## src/rtl/flash_cmd_pkg.sv

```systemverilog
package flash_cmd_pkg;

   typedef enum logic [2:0] {
      ST_READ,
      ST_UNL1,
      ST_UNL2,
      ST_PGM,
      ST_SEC_EXIT,
      ST_BYP_RST
   } seq_state_t;

   localparam int unsigned CMD_ADDR_BITS = 12;

   localparam logic [CMD_ADDR_BITS-1:0] UNLOCK_ADDR_1 = 12'h555;
   localparam logic [CMD_ADDR_BITS-1:0] UNLOCK_ADDR_2 = 12'h2AA;

   localparam logic [7:0] CODE_UNLOCK_1 = 8'hAA;
   localparam logic [7:0] CODE_UNLOCK_2 = 8'h55;
   localparam logic [7:0] CODE_PROGRAM  = 8'hA0;
   localparam logic [7:0] CODE_BYPASS   = 8'h20;
   localparam logic [7:0] CODE_SECURE   = 8'h88;
   localparam logic [7:0] CODE_LEAVE    = 8'h90;
   localparam logic [7:0] CODE_CONFIRM  = 8'h00;

endpackage

```

## src/rtl/flash_cmd_seq.sv

```systemverilog
module flash_cmd_seq
   import flash_cmd_pkg::*;
#(
   parameter int unsigned ADDR_W = 16,
   parameter int unsigned DATA_W = 16
) (
   input  logic              clk,
   input  logic              rst_n,
   input  logic              we_i,
   input  logic [ADDR_W-1:0] addr_i,
   input  logic [DATA_W-1:0] data_i,
   input  logic              busy_i,
   output logic              pgm_start_o,
   output logic              bypass_o,
   output logic              secure_o
);

   seq_state_t st_q, st_d;
   logic       byp_q, byp_d;
   logic       sec_q, sec_d;
   logic       take;
   logic       at_first, at_second;
   logic [7:0] code;

   assign take      = we_i && !busy_i;
   assign code      = data_i[7:0];
   assign at_first  = (addr_i[CMD_ADDR_BITS-1:0] == UNLOCK_ADDR_1);
   assign at_second = (addr_i[CMD_ADDR_BITS-1:0] == UNLOCK_ADDR_2);

   always_comb begin
      st_d        = st_q;
      byp_d       = byp_q;
      sec_d       = sec_q;
      pgm_start_o = 1'b0;
      if (take) begin
         unique case (st_q)
            ST_READ: begin
               if (byp_q) begin
                  if (code == CODE_PROGRAM)    st_d = ST_PGM;
                  else if (code == CODE_LEAVE) st_d = ST_BYP_RST;
               end else if (at_first && code == CODE_UNLOCK_1) begin
                  st_d = ST_UNL1;
               end
            end
            ST_UNL1: begin
               st_d = (at_second && code == CODE_UNLOCK_2) ? ST_UNL2 : ST_READ;
            end
            ST_UNL2: begin
               st_d = ST_READ;
               if (at_first) begin
                  if (!sec_q) begin
                     if (code == CODE_PROGRAM)     st_d  = ST_PGM;
                     else if (code == CODE_BYPASS) byp_d = 1'b1;
                     else if (code == CODE_SECURE) sec_d = 1'b1;
                  end else if (code == CODE_LEAVE) begin
                     st_d = ST_SEC_EXIT;
                  end
               end
            end
            ST_PGM: begin
               pgm_start_o = 1'b1;
               st_d        = ST_READ;
            end
            ST_SEC_EXIT: begin
               st_d = ST_READ;
               if (code == CODE_CONFIRM) sec_d = 1'b0;
            end
            ST_BYP_RST: begin
               st_d = ST_READ;
               if (code == CODE_CONFIRM) byp_d = 1'b0;
            end
            default: st_d = ST_READ;
         endcase
      end
   end

   always_ff @(posedge clk or negedge rst_n) begin
      if (!rst_n) begin
         st_q  <= ST_READ;
         byp_q <= 1'b0;
         sec_q <= 1'b0;
      end else begin
         st_q  <= st_d;
         byp_q <= byp_d;
         sec_q <= sec_d;
      end
   end

   assign bypass_o = byp_q;
   assign secure_o = sec_q;

   AST_BUSY_FREEZE: assert property (@(posedge clk) disable iff (!rst_n)
      busy_i |=> $stable({st_q, byp_q, sec_q}));
   AST_MODES_EXCLUSIVE: assert property (@(posedge clk) disable iff (!rst_n)
      !(byp_q && sec_q));
   AST_BYPASS_ENTRY: assert property (@(posedge clk) disable iff (!rst_n)
      $rose(byp_q) |-> $past(st_q) == ST_UNL2);
   AST_SECURE_EXIT: assert property (@(posedge clk) disable iff (!rst_n)
      $fell(sec_q) |-> $past(st_q) == ST_SEC_EXIT);

endmodule

```

## src/rtl/flash_prog_timer.sv

```systemverilog
module flash_prog_timer #(
   parameter int unsigned IDX_W       = 4,
   parameter int unsigned DATA_W      = 16,
   parameter int unsigned PROG_CYCLES = 8
) (
   input  logic              clk,
   input  logic              rst_n,
   input  logic              start_i,
   input  logic [IDX_W-1:0]  idx_i,
   input  logic [DATA_W-1:0] data_i,
   output logic              busy_o,
   output logic              commit_o,
   output logic [IDX_W-1:0]  cidx_o,
   output logic [DATA_W-1:0] cdata_o
);

   localparam int unsigned CNT_W = $clog2(PROG_CYCLES + 1);
   localparam logic [CNT_W-1:0] CNT_LOAD = CNT_W'(PROG_CYCLES);
   localparam logic [CNT_W-1:0] CNT_LAST = CNT_W'(1);

   logic [CNT_W-1:0]  cnt_q;
   logic [IDX_W-1:0]  idx_q;
   logic [DATA_W-1:0] data_q;

   always_ff @(posedge clk or negedge rst_n) begin
      if (!rst_n) begin
         cnt_q  <= '0;
         idx_q  <= '0;
         data_q <= '0;
      end else if (start_i) begin
         cnt_q  <= CNT_LOAD;
         idx_q  <= idx_i;
         data_q <= data_i;
      end else if (cnt_q != '0) begin
         cnt_q  <= cnt_q - CNT_LAST;
      end
   end

   assign busy_o   = (cnt_q != '0);
   assign commit_o = (cnt_q == CNT_LAST);
   assign cidx_o   = idx_q;
   assign cdata_o  = data_q;

   AST_START_WHEN_IDLE: assert property (@(posedge clk) disable iff (!rst_n)
      start_i |-> !busy_o);
   AST_FULL_INTERVAL: assert property (@(posedge clk) disable iff (!rst_n)
      $rose(busy_o) |-> cnt_q == CNT_LOAD);
   AST_COMMIT_ENDS: assert property (@(posedge clk) disable iff (!rst_n)
      commit_o |=> !busy_o);

endmodule

```

## src/rtl/flash_word_array.sv

```systemverilog
module flash_word_array #(
   parameter int unsigned ADDR_W       = 16,
   parameter int unsigned DATA_W       = 16,
   parameter int unsigned WORDS        = 16,
   parameter int unsigned SERIAL_WORDS = 8,
   parameter logic [DATA_W-1:0] SERIAL_BASE = '0
) (
   input  logic                      clk,
   input  logic                      rst_n,
   input  logic                      wr_en_i,
   input  logic [$clog2(WORDS)-1:0]  wr_idx_i,
   input  logic [DATA_W-1:0]         wr_data_i,
   input  logic [ADDR_W-1:0]         rd_addr_i,
   input  logic                      secure_i,
   output logic [DATA_W-1:0]         rd_data_o
);

   localparam int unsigned IDX_W = $clog2(WORDS);
   localparam int unsigned SER_W = $clog2(SERIAL_WORDS);

   logic [DATA_W-1:0] mem_q  [WORDS];
   logic [DATA_W-1:0] serial [SERIAL_WORDS];

   for (genvar gi = 0; gi < SERIAL_WORDS; gi++) begin : g_serial
      assign serial[gi] = SERIAL_BASE ^ DATA_W'(gi);
   end

   always_ff @(posedge clk or negedge rst_n) begin
      if (!rst_n) begin
         for (int i = 0; i < WORDS; i++) mem_q[i] <= '1;
      end else if (wr_en_i) begin
         mem_q[wr_idx_i] <= mem_q[wr_idx_i] & wr_data_i;
      end
   end

   assign rd_data_o = secure_i ? serial[rd_addr_i[SER_W-1:0]]
                               : mem_q[rd_addr_i[IDX_W-1:0]];

   AST_NEVER_SETS: assert property (@(posedge clk) disable iff (!rst_n)
      wr_en_i |=> (mem_q[$past(wr_idx_i)] & ~$past(mem_q[wr_idx_i])) == '0);
   AST_CLEARS_DATA_ZEROS: assert property (@(posedge clk) disable iff (!rst_n)
      wr_en_i |=> (mem_q[$past(wr_idx_i)] & ~$past(wr_data_i)) == '0);

endmodule

```

## src/rtl/flash_cmd_decoder.sv

```systemverilog
module flash_cmd_decoder
   import flash_cmd_pkg::*;
#(
   parameter int unsigned ADDR_W       = 16,
   parameter int unsigned DATA_W       = 16,
   parameter int unsigned WORDS        = 16,
   parameter int unsigned SERIAL_WORDS = 8,
   parameter int unsigned PROG_CYCLES  = 8,
   parameter logic [DATA_W-1:0] SERIAL_BASE = DATA_W'(16'h5EC0)
) (
   input  logic              clk,
   input  logic              rst_n,
   input  logic              bus_we,
   input  logic [ADDR_W-1:0] bus_addr,
   input  logic [DATA_W-1:0] bus_wdata,
   output logic [DATA_W-1:0] bus_rdata,
   output logic              busy,
   output logic              bypass_mode,
   output logic              secure_mode
);

   localparam int unsigned IDX_W = $clog2(WORDS);

   if (ADDR_W < CMD_ADDR_BITS) begin : g_bad_addr
      $error("ADDR_W must cover the 12-bit unlock addresses");
   end
   if (DATA_W < 8) begin : g_bad_data
      $error("DATA_W must hold an 8-bit command code");
   end
   if (WORDS < 2 || (1 << IDX_W) != WORDS || IDX_W > ADDR_W) begin : g_bad_words
      $error("WORDS must be a power of two addressable by ADDR_W");
   end
   if (SERIAL_WORDS < 2 || (1 << $clog2(SERIAL_WORDS)) != SERIAL_WORDS) begin : g_bad_serial
      $error("SERIAL_WORDS must be a power of two");
   end
   if (PROG_CYCLES < 1) begin : g_bad_prog
      $error("PROG_CYCLES must be at least one");
   end

   logic              pgm_start;
   logic              commit;
   logic [IDX_W-1:0]  commit_idx;
   logic [DATA_W-1:0] commit_data;

   flash_cmd_seq #(
      .ADDR_W (ADDR_W),
      .DATA_W (DATA_W)
   ) u_seq (
      .clk         (clk),
      .rst_n       (rst_n),
      .we_i        (bus_we),
      .addr_i      (bus_addr),
      .data_i      (bus_wdata),
      .busy_i      (busy),
      .pgm_start_o (pgm_start),
      .bypass_o    (bypass_mode),
      .secure_o    (secure_mode)
   );

   flash_prog_timer #(
      .IDX_W       (IDX_W),
      .DATA_W      (DATA_W),
      .PROG_CYCLES (PROG_CYCLES)
   ) u_timer (
      .clk      (clk),
      .rst_n    (rst_n),
      .start_i  (pgm_start),
      .idx_i    (bus_addr[IDX_W-1:0]),
      .data_i   (bus_wdata),
      .busy_o   (busy),
      .commit_o (commit),
      .cidx_o   (commit_idx),
      .cdata_o  (commit_data)
   );

   flash_word_array #(
      .ADDR_W       (ADDR_W),
      .DATA_W       (DATA_W),
      .WORDS        (WORDS),
      .SERIAL_WORDS (SERIAL_WORDS),
      .SERIAL_BASE  (SERIAL_BASE)
   ) u_array (
      .clk       (clk),
      .rst_n     (rst_n),
      .wr_en_i   (commit),
      .wr_idx_i  (commit_idx),
      .wr_data_i (commit_data),
      .rd_addr_i (bus_addr),
      .secure_i  (secure_mode),
      .rd_data_o (bus_rdata)
   );

   AST_NO_PGM_IN_SECURE: assert property (@(posedge clk) disable iff (!rst_n)
      pgm_start |-> !secure_mode);
   AST_RESET_QUIET: assert property (@(posedge clk)
      !rst_n |-> !busy && !bypass_mode && !secure_mode);

endmodule

```

## config.mk

```make
export PLATFORM = sky130hd
export DESIGN_NAME = flash_cmd_decoder
export DESIGN_NICKNAME = d
export VERILOG_FILES = /design/src/rtl/flash_cmd_pkg.sv /design/src/rtl/flash_cmd_seq.sv /design/src/rtl/flash_prog_timer.sv /design/src/rtl/flash_word_array.sv /design/src/rtl/flash_cmd_decoder.sv
export SDC_FILE = /design/constraint.sdc
export NUM_CORES = 1
export LEC_CHECK = 0
export ABC_CLOCK_PERIOD_IN_PS = 3100
export BUFFER_PORTS_ARGS = -buffer_cell sky130_fd_sc_hd__buf_4
export CAP_MARGIN = 5
export CORE_MARGIN = 3
export CORE_UTILIZATION = 25
export CTS_CLUSTER_SIZE = 10
export DETAILED_ROUTE_END_ITERATION = 7
export SYNTH_ARGS = -nofsm -noshare
export SYNTH_HDL_FRONTEND = slang
export SYNTH_SLANG_ARGS = --single-unit
```

## constraint.sdc

```tcl
create_clock -name clk -period 3.1 [get_ports clk]
set_clock_uncertainty 0.2 [all_clocks]
set_input_delay 0.465 -clock clk [delete_from_list [all_inputs] [get_ports clk]]
set_output_delay 0.465 -clock clk [all_outputs]
set_load 0.05 [all_outputs]
```

Yosys cells after proc, flatten, opt, wreduce, memory -nomap -nowiden
Memories as Yosys holds them, arrays and structs flattened.
Cells that the tools add are included.
{ "classes": {"mux": 38, "magnitude_cmp": 4, "bitwise": 4, "reduce_logical": 14, "eq_ne": 22, "n_addsub": 1} }
{ "ops": {"columns": ["op", "n"], "rows": [
  ["256-bit bitwise mux", 1],
  ["16-bit binary-select mux with 4-bit select", 2],
  ["16-bit 2-to-1 mux", 8],
  ["16-bit demux with 4-bit select", 1],
  ["8-bit == test, second input constant", 4],
  ["3-bit 2-to-1 mux", 7],
  ["16-bit AND", 1],
  ["12-bit by 10-bit == test with 1-bit output, second input constant", 1],
  ["12-bit by 11-bit == test with 1-bit output, second input constant", 1],
  ["1-bit 2-to-1 mux", 12],
  ["5-bit >= comparator, second input constant", 2],
  ["4-bit inverter with 5-bit output", 2],
  ["3-bit case mux with 3 select lines", 1],
  ["8-bit by 6-bit == test with 1-bit output, second input constant", 1],
  ["8-bit by 7-bit == test with 1-bit output, second input constant", 1],
  ["8-bit logical NOT", 1],
  ["4-bit 2-to-1 mux", 2],
  ["2-bit by 1-bit != test with 1-bit output, second input constant", 4],
  ["7-bit AND reduction", 1],
  ["3-bit by 2-bit == test with 1-bit output, second input constant", 2],
  ["3-bit == test, second input constant", 2],
  ["2-bit nonzero test", 3],
  ["5-bit by 1-bit less-than comparator with 1-bit output, second input constant", 1],
  ["4-bit by 1-bit == test with 1-bit output, second input constant", 1],
  ["other kinds (15)", 21]
]} }
{ "totals": {"register_bits": 285, "inputBits": 35, "mem_bits_ro": 128, "n_memories": 1} }
{ "memory_table": {"columns": ["name", "words", "word_bits", "rd", "rd_ports_with_merged_regs", "write_ports", "line_no", "source"], "rows": [
  ["(no name shown)", 8, 16, 1, 0, 0, "flash_word_array.sv:36", "assign rd_data_o = secure_i ? serial[rd_addr_i[SER_W-1:0]]"]
]} }

Logic depth before layout (Yosys ltp)
{ "depth": {"depth_word": 7, "depth_mapped": 8, "ltp_nobuf": 7} }

By module
A second synthesis with hierarchy kept.
{ "unflattened": {"hier_cells": 1201, "hier_area_um2": 14870.5} }
{ "by_module_without_submodules": {"columns": ["mod", "cells_per_inst", "area_each_um2", "instances", "seq_area_each_um2"], "rows": [
  ["flash_word_array", 1074, 13330.3, 1, 6726.5],
  ["flash_prog_timer", 68, 1012.2, 1, 600.6],
  ["flash_cmd_seq", 59, 528.0, 1, 125.1]
]} }

Least setup slack after synthesis
Ideal clock, no wire load.
{ "synth_timing": {"path_kind": "input-to-output", "startpoint": "input bus_addr[2]", "endpoint": "output bus_rdata[1]", "path_buffers": 2, "t_required_ns": 2.435, "cell_stages": 5, "arrival_ns": 2.556, "setup_slack_ns": -0.121, "path_cell_list": "clkbuf_1 -> clkbuf_1 -> mux4_2 -> mux2i_1 -> o31ai_1"} }
{ "synth_between": {"elab_chain_cells": 5} }
{ "synth_lines": {"columns": ["item", "line_no", "source"], "rows": [
  ["start, declared", "flash_cmd_decoder.sv:14", "input logic [ADDR_W-1:0] bus_addr,"],
  ["4-bit inverter with 5-bit output (implied by the code) or 3-bit inverter with 4-bit output (tied branches)", "flash_word_array.sv:37, flash_word_array.sv:36", null],
  ["16-bit binary-select mux with 4-bit select or memory read 8 x 16 bit (tied branches)", null, null],
  ["16-bit 2-to-1 mux (on tied branches) (2 in a row)", "flash_word_array.sv:37, flash_word_array.sv:36", null],
  ["16-bit 2-to-1 mux *", "flash_word_array.sv:36", null],
  ["end, declared", "flash_cmd_decoder.sv:16", "output logic [DATA_W-1:0] bus_rdata,"]
]} }
Mark *: on every way between the ends. The rest lies on a longest branch, timed or not. The select of a mux whose other input is x is not followed.

Worst setup path after layout
{ "layout_timing": {"startpoint": "input bus_addr[0]", "endpoint": "output bus_rdata[13]"} }
Same word-level chain as after synthesis.

==> impl_metrics.ini <==
[setup_path]
r2r_cells = 7
crit_required_ns = 2.43
timing.rr.start = u_timer.cnt_q[1]$_DFFE_PN0P_
crit_end = bus_rdata[13]
crit_slowest_cell = mux4_2
r2r-end = u_array.mem_q[244]$_DFFE_PN1P_
r2r_slack_ns = 0.29
end_kind = primary output
cp_cell_sequence = buf_6, buf_12, buf_4, mux4_2, mux4_2, nor2b_1, buf_4
startpoint = bus_addr[0]
crit_type = input pin to primary output
crit_arrival_ns = 2.40
path_max_fanout = 6
cpPeakStageDelay_ns = 0.55
startpoint_type = input pin

[timing]
finalMaxSlewViolations = 0
hold_violations = 0
clock.fmax_mhz = 327
finalSetupViolCount = 0
fin_crit_sh_pct = 98.8
whs_ns = 0.0244
relSlewSlack_pct = 59.5
fin_crit_ns = 3.06
fin_ws_ns = 0.0384
tightest_slew_ns = 0.603

[power]
p_comb_share_pct = 4.6
irDropWorstVdd_uv = 284
seq_power_share_pct = 48.8
switchingPower_mw = 1.72
internal-power_mw = 5.98
p_total_mw = 7.70
p_leak_nw = 6.87
pwr_density_cell_nw_per_um2 = 424
switching_share_pct = 22.4
pwr-share-clk_pct = 46.6

[global_routing]
antenna_found_initial = 2
track_usage_pct = 12.5
grt_pass1_wl_mm = 61.6
grt_max_degree = 82
grt_overflow_total = 0
grt_pass1_vias = 9785

[drt]
wirelength_mm = 40.0
viasPerCell = 5.03
wl_per_cell_microns = 21.6
first_pass_iters = 6
antenna_left = 0
via_count = 9315
first_iter_violations = 552
drc = 0

[run_status]
status = finished clean

[synthesis]
yosys-mux-area-fraction_pct = 43.4
syn_area_per_cell_sq_um = 16.1
synth_area_sq_um = 15400
synth_cells = 957
synth_xor_area_share_pct = 0.0568
synthTopCellsByArea = dfstp_2 44%, mux4_2 21%, mux2_2 21%, dfrtp_1 4.7%, mux2i_1 2.3%
synth-seq-cells = 285
synthAdderAreaFrac_pct = 0.162
yosysTopAreaCell = dfstp_2
syn_nets = 994
synth_compound_area_share_pct = 0.876
synth_simple_gate_area_share_pct = 4.80
yosysUniqueCellTypes = 47
ys.flop_type = dfstp_2
synth_top_area_share_pct = 43.6
async_flop_share_pct = 100
synth-edff-count = 0
yosysSeqAreaShare_pct = 48.3
yosys_warnings = 0
synth_top_family_by_area = multiplexers

[cts]
clkSlewWorstSetupHoldPaths_ns = 0.06
cts_root_buf = clkbuf_16
cts_tree = done
insertion_delay_ns = 0.52
clockBufferDepth = 3
cts_buffers = 34
cts_sinks = 285
cts_htree_levels = 2

[cells_and_area]
final_nets = 1090
final_common_cell = mux2_2
post-route-util_pct = 30.0
areaGrowthSynthToFinish_pct = 17.9
drive_gt1_share_pct = 79.6
layout_common_cells = 281 x mux2_2, 256 x dfstp_2, 141 x mux4_2

[hold_path]
hold_path_class = input pin to flop

[placement]
numPortBuffers = 49
dp_worst_setup_slack_ns = -0.0171
dp.final_hpwl_mm = 26.3
place_congestion = 0.827

[floorplan]
core_area_sq_um = 60700
start_util_pct = 25.4
die-area_sq_um = 64700
dieHeight_microns = 254
ios = 54
row_count = 90
die_w_microns = 254

[flow_run]
max-cap-violations = 0
final cells by class:
class                           instances  area [sq um]
Sequential cell                       285          7460
Timing Repair Buffer                  125          1140
Clock inverter                          1          8.76
Clock buffer                           51           946
Fill cell                            5973         42500
Antenna cell                            1          2.50
Multi-Input combinational cell        601          7620
Tap cell                              782           978
Inverter                                6          22.5
synthesized netlist by cell type, drive strengths merged (2+ instances only):
master,number
or3,2
nand2b,3
nor3,8
nor3b,2
nor2b,42
nor4,4
o31ai,5
inv,6
dfstp,256
a211o,2
mux2,281
dfrtp,29
ha,2
and3,2
nand2,13
and4b,2
mux4,141
nor4bb,2
and2,3
or2,7
nand4,5
nor2,12
o21ai,7
mux2i,35
clkbuf,22
nand3,9
buf,43
worst max-delay path: cells and delay by family:
| family | cells | cell delay [ns] |
|---|---|---|
| buf+inv | 4 | 0.66 |
| mux | 2 | 1.04 |
| simple gates | 1 | 0.20 |
power by group through the flow:
stage          Sequential (mW)  Combinational (mW)  Clock (mW)
2_1_floorplan             3.81               0.155           0
3_3_place_gp              3.81               0.334           0
3_5_place_dp              3.81               0.339           0
4_1_cts                   3.76               0.358        3.70
5_1_grt                   3.76               0.387        3.88
6_report                  3.76               0.353        3.59
routing by layer:
metal,vias up,routed length (microns),GRT usage (%)
li1,3916,-,-
met1,5086,19200,18.3
met2,263,17900,18.9
met3,50,2250,2.74
met4,0,650,2.59
met5,-,0,0
sequential cells by signal, indices dropped and copies added, names as in the netlist:
| name | flops |
|---|---|
| u_array.mem_q | 256 |
| u_seq.bypass_o | 1 |
| u_seq.secure_o | 1 |
| u_seq.st_q | 3 |
| u_timer.cdata_o | 16 |
| u_timer.cidx_o | 4 |
| u_timer.cnt_q | 4 |
per-stage QoR:
stage / area (sq um) / TNS [ns] / instances
after global routing: 18200 / -0.000182 / 1851
after floorplan: 15400 / -0.236 / 957
after detailed placement: 17100 / -0.0252 / 1785
after global placement: 17100 / -0.0322 / 1785
after CTS: 18200 / 0 / 1849
final: 18200 / 0 / 1852
kinds of logic after synthesis:
| logic type | after synthesis |
|---|---|
| simple gates | 121 |
| xor+xnor | 1 |
| fa+ha+maj | 2 |
| mux | 457 |
| compound gates | 20 |
| buf+inv | 71 |
| flops | 285 |
what timing repair did:
| action | in CTS | in global routing |
|---|---|---|
| gates cloned | 1 | 0 |
| buffers inserted | 2 | 2 |
| gates resized for setup | 4 | 4 |
| endpoints found under the setup margin | 4 | 4 |
| endpoints found under the hold margin | 19 | 0 |
| pin swaps | 0 | 1 |
| hold buffers | 9 | 0 |
worst min-delay path by stage:
stage	cells after the start	end	startpoint
6_report	2	u_seq.secure_o$_DFFE_PN0P_	bus_wdata[5]
5_1_grt	2	u_timer.cdata_o[1]$_DFFE_PN0P_	bus_wdata[1]
4_1_cts	2	u_seq.secure_o$_DFFE_PN0P_	bus_wdata[5]
3_5_place_dp	1	u_timer.cdata_o[3]$_DFFE_PN0P_	rst_n
3_3_place_gp	1	u_timer.cnt_q[3]$_DFFE_PN0P_	rst_n
2_1_floorplan	0	u_seq.bypass_o$_DFFE_PN0P_	rst_n
Power figures use the tool's default switching activity.
